### src/rtl/la_route_unit.sv
module la_route_unit #(
  parameter int MESH_X = 4,
  parameter int MESH_Y = 4,
  parameter int CW     = 4,
  localparam int XW = (MESH_X > 1) ? $clog2(MESH_X) : 1,
  localparam int YW = (MESH_Y > 1) ? $clog2(MESH_Y) : 1
) (
  input  logic          clk,
  input  logic          rst_n,
  input  logic          in_valid,
  input  logic          wf_mode,
  input  logic [XW-1:0] cur_x,
  input  logic [YW-1:0] cur_y,
  input  logic [XW-1:0] dst_x,
  input  logic [YW-1:0] dst_y,
  input  logic [2:0]    cur_port,
  input  logic [3*CW-1:0] cong,
  output logic          out_valid,
  output logic [2:0]    out_port
);
  localparam logic [2:0] P_LOC = 3'd0, P_E = 3'd1, P_W = 3'd2, P_N = 3'd3, P_S = 3'd4;

  logic [XW-1:0] nx;
  logic [YW-1:0] ny;
  logic [CW-1:0] c_e, c_n, c_s, c_y;
  logic [2:0]    y_dir, pick;
  logic          go_e, go_w;

  assign nx = (cur_port == P_E) ? cur_x + 1'b1 :
              (cur_port == P_W) ? cur_x - 1'b1 : cur_x;
  assign ny = (cur_port == P_N) ? cur_y + 1'b1 :
              (cur_port == P_S) ? cur_y - 1'b1 : cur_y;

  assign c_e = cong[CW-1:0];
  assign c_n = cong[2*CW-1:CW];
  assign c_s = cong[3*CW-1:2*CW];

  assign go_e  = dst_x > nx;
  assign go_w  = dst_x < nx;
  assign y_dir = (dst_y > ny) ? P_N : (dst_y < ny) ? P_S : P_LOC;
  assign c_y   = (y_dir == P_N) ? c_n : c_s;

  always_comb begin
    if (cur_port == P_LOC)      pick = P_LOC;
    else if (go_w)              pick = P_W;
    else if (!go_e)             pick = y_dir;
    else if (!wf_mode)          pick = P_E;
    else if (y_dir != P_LOC && c_y < c_e) pick = y_dir;
    else                        pick = P_E;
  end

  always_ff @(posedge clk) begin
    if (!rst_n) begin
      out_valid <= 1'b0;
      out_port  <= P_LOC;
    end else begin
      out_valid <= in_valid;
      if (in_valid) out_port <= pick;
    end
  end
endmodule

### config.mk
export PLATFORM = sky130hd
export DESIGN_NAME = la_route_unit
export DESIGN_NICKNAME = d
export VERILOG_FILES = /design/src/rtl/la_route_unit.sv
export SDC_FILE = /design/constraint.sdc
export NUM_CORES = 1
export LEC_CHECK = 0
export CAP_MARGIN = 25
export CORE_UTILIZATION = 37
export DETAILED_ROUTE_END_ITERATION = 10
export GPL_TIMING_DRIVEN = 1
export MAX_ROUTING_LAYER = met4
export PLACE_DENSITY_LB_ADDON = 0.08
export SLEW_MARGIN = 10
export SYNTH_ARGS = -nofsm -noshare
export SYNTH_HDL_FRONTEND = slang
export SYNTH_SLANG_ARGS = --single-unit
export TNS_END_PERCENT = 5
### constraint.sdc
create_clock -name clk -period 4.6 [get_ports clk]
set_clock_uncertainty 0.1 [all_clocks]
set_input_delay 1.15 -clock clk [delete_from_list [all_inputs] [get_ports clk]]
set_output_delay 1.15 -clock clk [all_outputs]
set_load 0.05 [all_outputs]
---- After elaboration in Yosys (flattened, before gate mapping) ----
Cells that the tools add are included.
operators by class
  add/sub/neg operators ................... 4
  $lt $le $gt $ge ......................... 5
  eq/ne operators ......................... 5
  muxes and demuxes ....................... 12
  reduce and logical (&&, ||, !) cells .... 3
operator list
  operator               number
  $mux W3                7
  $eq A3 B2 Y1 const B   3
  $mux W2                4
  $add A2 B1 Y2 const B  2
  $gt A2 B2 Y1           2
  $lt A2 B2 Y1           2
  $lt A4 B4 Y1           1
  $mux W4                1
  $sub A2 B1 Y2 const B  2
  $eq A3 B1 Y1 const B   1
  $eq A3 B3 Y1 const B   1
  $logic_not A3 Y1       1
  $reduce_bool A3 Y1     1
  $logic_and A1 B1 Y1    1
word-level totals
  bits in registers ....................... 4
  input port bits ......................... 27
  output and inout bits ................... 4
  logic and storage cells ................. 31

---- Depth between registers and ports, before layout ----
  depth in word-level cells ............... 15
  depth in mapped cells ................... 14
  depth with buffers taken out ............ 14

---- Least setup slack after synthesis ----
OpenSTA, ideal clock, no wires.
  kind .................................... input -> register
  start point ............................. input port cur_port[1]
  end point ............................... register out_port[2]
  data arrival time ....................... 3.458 ns
  required time ........................... 4.383 ns
  path slack .............................. 0.925 ns
  cell stages on the path ................. 14
  path buffers ............................ 1
  path through ............................ buf_6 nor3_1 a31oi_1 xor2_1 ha_1 nor2b_4 o21ai_4 mux2_2 ha_1 nand2_1 o2111a_1 a21oi_1 a21oi_2 a22o_1
on the way
  longest elaborated chain between the ends .. 15
  elaborated cells between the ends (all ways) .. 25
ends and longest elaborated chain
  element                 line  text
  start: declaration      16    input logic [2:0] cur_port,
  $eq A3 B3 Y1            32    (cur_port == P_S) ? cur_y - 1'b1 : cur_y;
  $mux W2                 32
  $mux W2                 31    assign ny = (cur_port == P_N) ? cur_y + 1'b1 :
  $lt A2 B2 Y1            40    assign y_dir = (dst_y > ny) ? P_N : (dst_y < ny) ? P_S : P_LOC;
  $mux W3 (2 in series)   40
  $eq A3 B2 Y1            41    assign c_y = (y_dir == P_N) ? c_n : c_s;
  $mux W4                 41
  $lt A4 B4 Y1            48    else if (y_dir != P_LOC && c_y < c_e) pick = y_dir;
  $logic_and A1 B1 Y1     48
  $mux W3                 48
  $mux W3                 47    else if (!wf_mode) pick = P_E;
  $mux W3                 46    else if (!go_e) pick = y_dir;
  $mux W3                 45    else if (go_w) pick = P_W;
  $mux W3 *               44    if (cur_port == P_LOC) pick = P_LOC;
  end signal: assignment  58    if (in_valid) out_port <= pick;
  end: declaration        19    output logic [2:0] out_port
Mark *: on every way between the ends. The rest lies on a longest branch, timed or not.
A chain may end at the register's enable or synchronous reset.

---- Final worst setup path ----
  start point ............................. input port cur_port[0]
  end point ............................... register out_port[2]
The elaborated chain is that of the path after synthesis.

==> results summary <==
The run finished with clean final reports. The utilization after layout is 65.85%. Among all flip-flop cells after synthesis, the most frequent one is sky130_fd_sc_hd__dfxtp_1. The tightest min-delay check is of the reg -> reg type. The number of warnings printed during yosys synthesis came out at 0. The signal on the critical path passes through clkdlybuf4s50_1 -> nand2b_1 -> nor3_1 -> a31oi_1 -> xor2_1 -> ha_1 -> nor2b_4 -> o21ai_4 -> mux2_2 -> ha_1 -> nand2_1 -> o2111a_1 -> a21oi_1 -> a21oi_2 -> a22o_1. The critical path buffer and inverter count came out at 1. The post-synthesis register bit count is 4. For this run, design rule violations remaining after detail routing come to 0. The worst slew margin relative to its limit is 67.27%.

The total of buffers placed on input and output ports came out at 30. The endpoint type of the worst setup path is a flop. The detailed-routing iteration count for the pre-antenna-repair pass is 3. The number of setup buffers added after CTS is 0. The final setup violation count is 0. The placement-stage worst setup slack is 0.1704 ns. The worst path in the final design needs a cycle of 4.181 ns, including I/O delays and setup. The first global-routing pass estimated 1662 µm of wire. The effective utilization at floorplan is around two fifths. In this run the critical register-to-register path is launched from out_port[0]$_SDFFE_PN0P_. The source-to-sink clock delay at the later pin of the worst-skew pair is 0.23 ns. The number of rows in the core area came out at 13. After legalization and detailed placement, the total HPWL measured roughly 1000 µm. The proportion of synthesized chip area in sequential cells came out at approximately 15%. After detailed routing, the total wire length is 1143 µm.

The start point of the worst hold path is out_port[2]$_SDFFE_PN0P_. The final route contains ~570 vias. STA classifies the critical path startpoint as an input port. The number of fill cells in the layout came out at 127. The number of antenna violations at the first check in global routing was 0. The number of primary I/O pins came out at 31.

Dividing the detail-routed via count by the number of cells gives about 5. Of the cells placed in the final design, the portion with a size suffix greater than 1 is 11.76%. The final weighted congestion in routability-driven placement is around 0.75. The total routing usage reported by global routing came out at 15.86%.

Sorting the synthesized cells by area gives the leading types as sky130_fd_sc_hd__ha_1, sky130_fd_sc_hd__dfxtp_1, sky130_fd_sc_hd__nor2b_1. The maximum number of pins on one net before global-route repair came out at 9. The final antenna-violating net count is 0.

The die height is 40.49 µm. Power spread over the standard cell area amounts to about 210 nW/µm². Clock tree synthesis found a total of 4 sinks. The endpoint identified for the worst register-to-register timing path is out_port[0]$_SDFFE_PN0P_.

The sink of the worst hold path is out_port[2]$_SDFFE_PN0P_. In this design, the stage delay of the slowest critical-path cell is around 0.58 ns. The horizontal die dimension came out at 40.49 µm. The arrival time reported for the critical path endpoint is 4.20 ns.

The most numerous cell on the critical path is sky130_fd_sc_hd__ha_1. The number of maximum-capacitance constraint violations is 0. The number of cells on the worst reg-to-reg path is 4. The static leakage is 0.3733 nW. The number of buffers inserted by hold repair at cts is 0. The area growth from synthesis to final layout came out at 60.27%. The count of mapped cells out of synthesis came out at 70. The final global-route overflow total came out at 0. The placeable core region came out at 1334 µm². The number of flops mapped to enable cells by yosys is 0. The number of H-tree levels came out at 1. Adding up every negative setup slack in the final design gives 0 ns. The die covers around 1600 µm². The fmax came out at approximately 0.24 GHz. The commonest cells after synthesis are sky130_fd_sc_hd__ha_1, sky130_fd_sc_hd__inv_1, sky130_fd_sc_hd__nor2_1, sky130_fd_sc_hd__nand2_1, sky130_fd_sc_hd__nor2b_1. 0 antenna diodes ended up in the layout. Clock-pin slew was measured on the worst setup and hold paths at approximately 0.040 ns. The library cell with the largest summed area after synthesis is sky130_fd_sc_hd__ha_1. STA puts the critical path data required time at 4.62 ns.

The final setup slack of the worst path came out at 0.4185 ns. The largest individual stage delay along the critical path comes from the cell sky130_fd_sc_hd__clkdlybuf4s50_1. Of all flip-flops after synthesis, the portion carrying an async set or reset was 0%.

In this run the deepest clock path goes through 2 buffers. The mean cell area of the mapped netlist came out at 7.829 µm². The critical path in this run is classified as in -> reg.

The number of nets produced by synthesis is between 100 and 150. On the critical path the largest part of the delay comes from compound AO/OA/AOI/OAI gates. After detailed routing, the average wire length per cell comes to approximately 10 µm.

The instance count along the most critical hold path is 1. TritonCTS built the clock tree. The final-report max-slew violation count is 0. The number of global-route vias before repair is 457. The critical path crosses 15 cells after its start point. The post-synth design cell area is roughly 550 µm². The peak fanout along the critical path is 6. The number of clock buffers added by TritonCTS is 3. The highest ir drop seen on vdd is just under 0.1 mV. The area share of the leading cell type in the synthesized netlist is 15.98%. The final layout contains 138 nets. The post-cts sizing count is 0. For the pin with the worst max-slew slack, the measured transition is 0.4894 ns. The final critical path takes up between 90% and 100% of the cycle. Setup repair after global routing left no endpoint under its margin. The violation count after the first detailed-route iteration came out at 4.

The setup slack on the worst flop-to-flop path is 3.74 ns. The count of distinct cell types in the synthesized netlist is 26. The number of hold-slack violations in the final timing report came out at 0.

The tree is rooted in a sky130_fd_sc_hd__clkbuf_4.
-- worst max path at each step --
stage,from,endpoint,slack [ns]
6_report,cur_port[0],out_port[2]$_SDFFE_PN0P_,0.42
5_1_grt,cur_port[0],out_port[2]$_SDFFE_PN0P_,0.17
4_1_cts,cur_port[0],out_port[2]$_SDFFE_PN0P_,0.41
3_5_place_dp,cur_port[0],out_port[1]$_SDFFE_PN0P_,0.17
3_3_place_gp,cur_port[0],out_port[2]$_SDFFE_PN0P_,0.26
2_1_floorplan,cur_port[1],out_port[2]$_SDFFE_PN0P_,0.93
-- cells by family after synthesis --
logic type                 synth area share [%]
AOI/OAI and AO/OA                         17.58
DFF                                       14.61
xor gates and xnor gates                  7.992
and+or+nand+nor                           29.00
muxes                                     7.991
adders and majority gates                 15.98
buffers and inverters                     6.850
-- where the power goes --
group          leakage, nW  switching (W)  internal [W]
logic                0.327      0.0000479     0.0000544
clock network       0.0138      0.0000145     0.0000292
registers           0.0328     0.00000159     0.0000380
total                0.373      0.0000640      0.000122
-- routing by layer --
metal  up-vias  part of all wire [%]  GRT usage, %
li1        308                     -             -
met1       250                    44         16.99
met2        16                    52         28.57
met3         0                   3.5             0
met4         0                     0         10.00
met5         -                     0             -
-- layout make-up --
type                    instances  area [µm²]  share of cell area (%)
flip-flops and latches          4       80.08                   9.117
well taps                      15       18.77                   2.137
multi-input cells              58       430.4                   49.00
repair buffers                 30       300.3                   34.19
clock buffers                   3       22.52                   2.564
inverters                       7       26.28                   2.991
-- registers in the layout, summed over array words and instances (netlist names) --
register   cells
out_port       3
out_valid      1
-- cell usage in the layout (no fill, tap or decap) --
cell type                          n
sky130_fd_sc_hd__o21ai_4           1
sky130_fd_sc_hd__nor4_1            1
sky130_fd_sc_hd__o2111a_1          1
sky130_fd_sc_hd__mux2i_1           1
sky130_fd_sc_hd__a21oi_2           1
sky130_fd_sc_hd__nor3_1            1
sky130_fd_sc_hd__nand2b_1          2
sky130_fd_sc_hd__nand3_1           2
sky130_fd_sc_hd__nand2_1           6
sky130_fd_sc_hd__clkbuf_4          3
sky130_fd_sc_hd__mux2_2            3
sky130_fd_sc_hd__a31oi_1           2
sky130_fd_sc_hd__clkdlybuf4s50_1  30
sky130_fd_sc_hd__o21ai_0           2
sky130_fd_sc_hd__xor2_1            2
sky130_fd_sc_hd__and2_2            1
sky130_fd_sc_hd__nand2_2           1
sky130_fd_sc_hd__nor2b_4           1
sky130_fd_sc_hd__dfxtp_1           4
sky130_fd_sc_hd__nor2b_1           6
sky130_fd_sc_hd__xnor2_1           3
sky130_fd_sc_hd__ha_1              7
sky130_fd_sc_hd__or3_4             1
sky130_fd_sc_hd__nor2_1            7
sky130_fd_sc_hd__a22o_1            2
sky130_fd_sc_hd__a21oi_1           4
sky130_fd_sc_hd__inv_1             7
-- stage by stage --
step           instances  total power (W)  hold slack (ns)  area [µm²]
2_1_floorplan         70        0.0001053           0.6249       548.0
3_5_place_dp         114        0.0001430           0.3584       855.8
5_1_grt              117        0.0001998           0.3815       878.3
3_3_place_gp         114        0.0001409           0.3611       855.8
6_report             117        0.0001856           0.3719       878.3
4_1_cts              117        0.0001885           0.3738       878.3
Note: power is estimated with default switching activity, not from simulation.
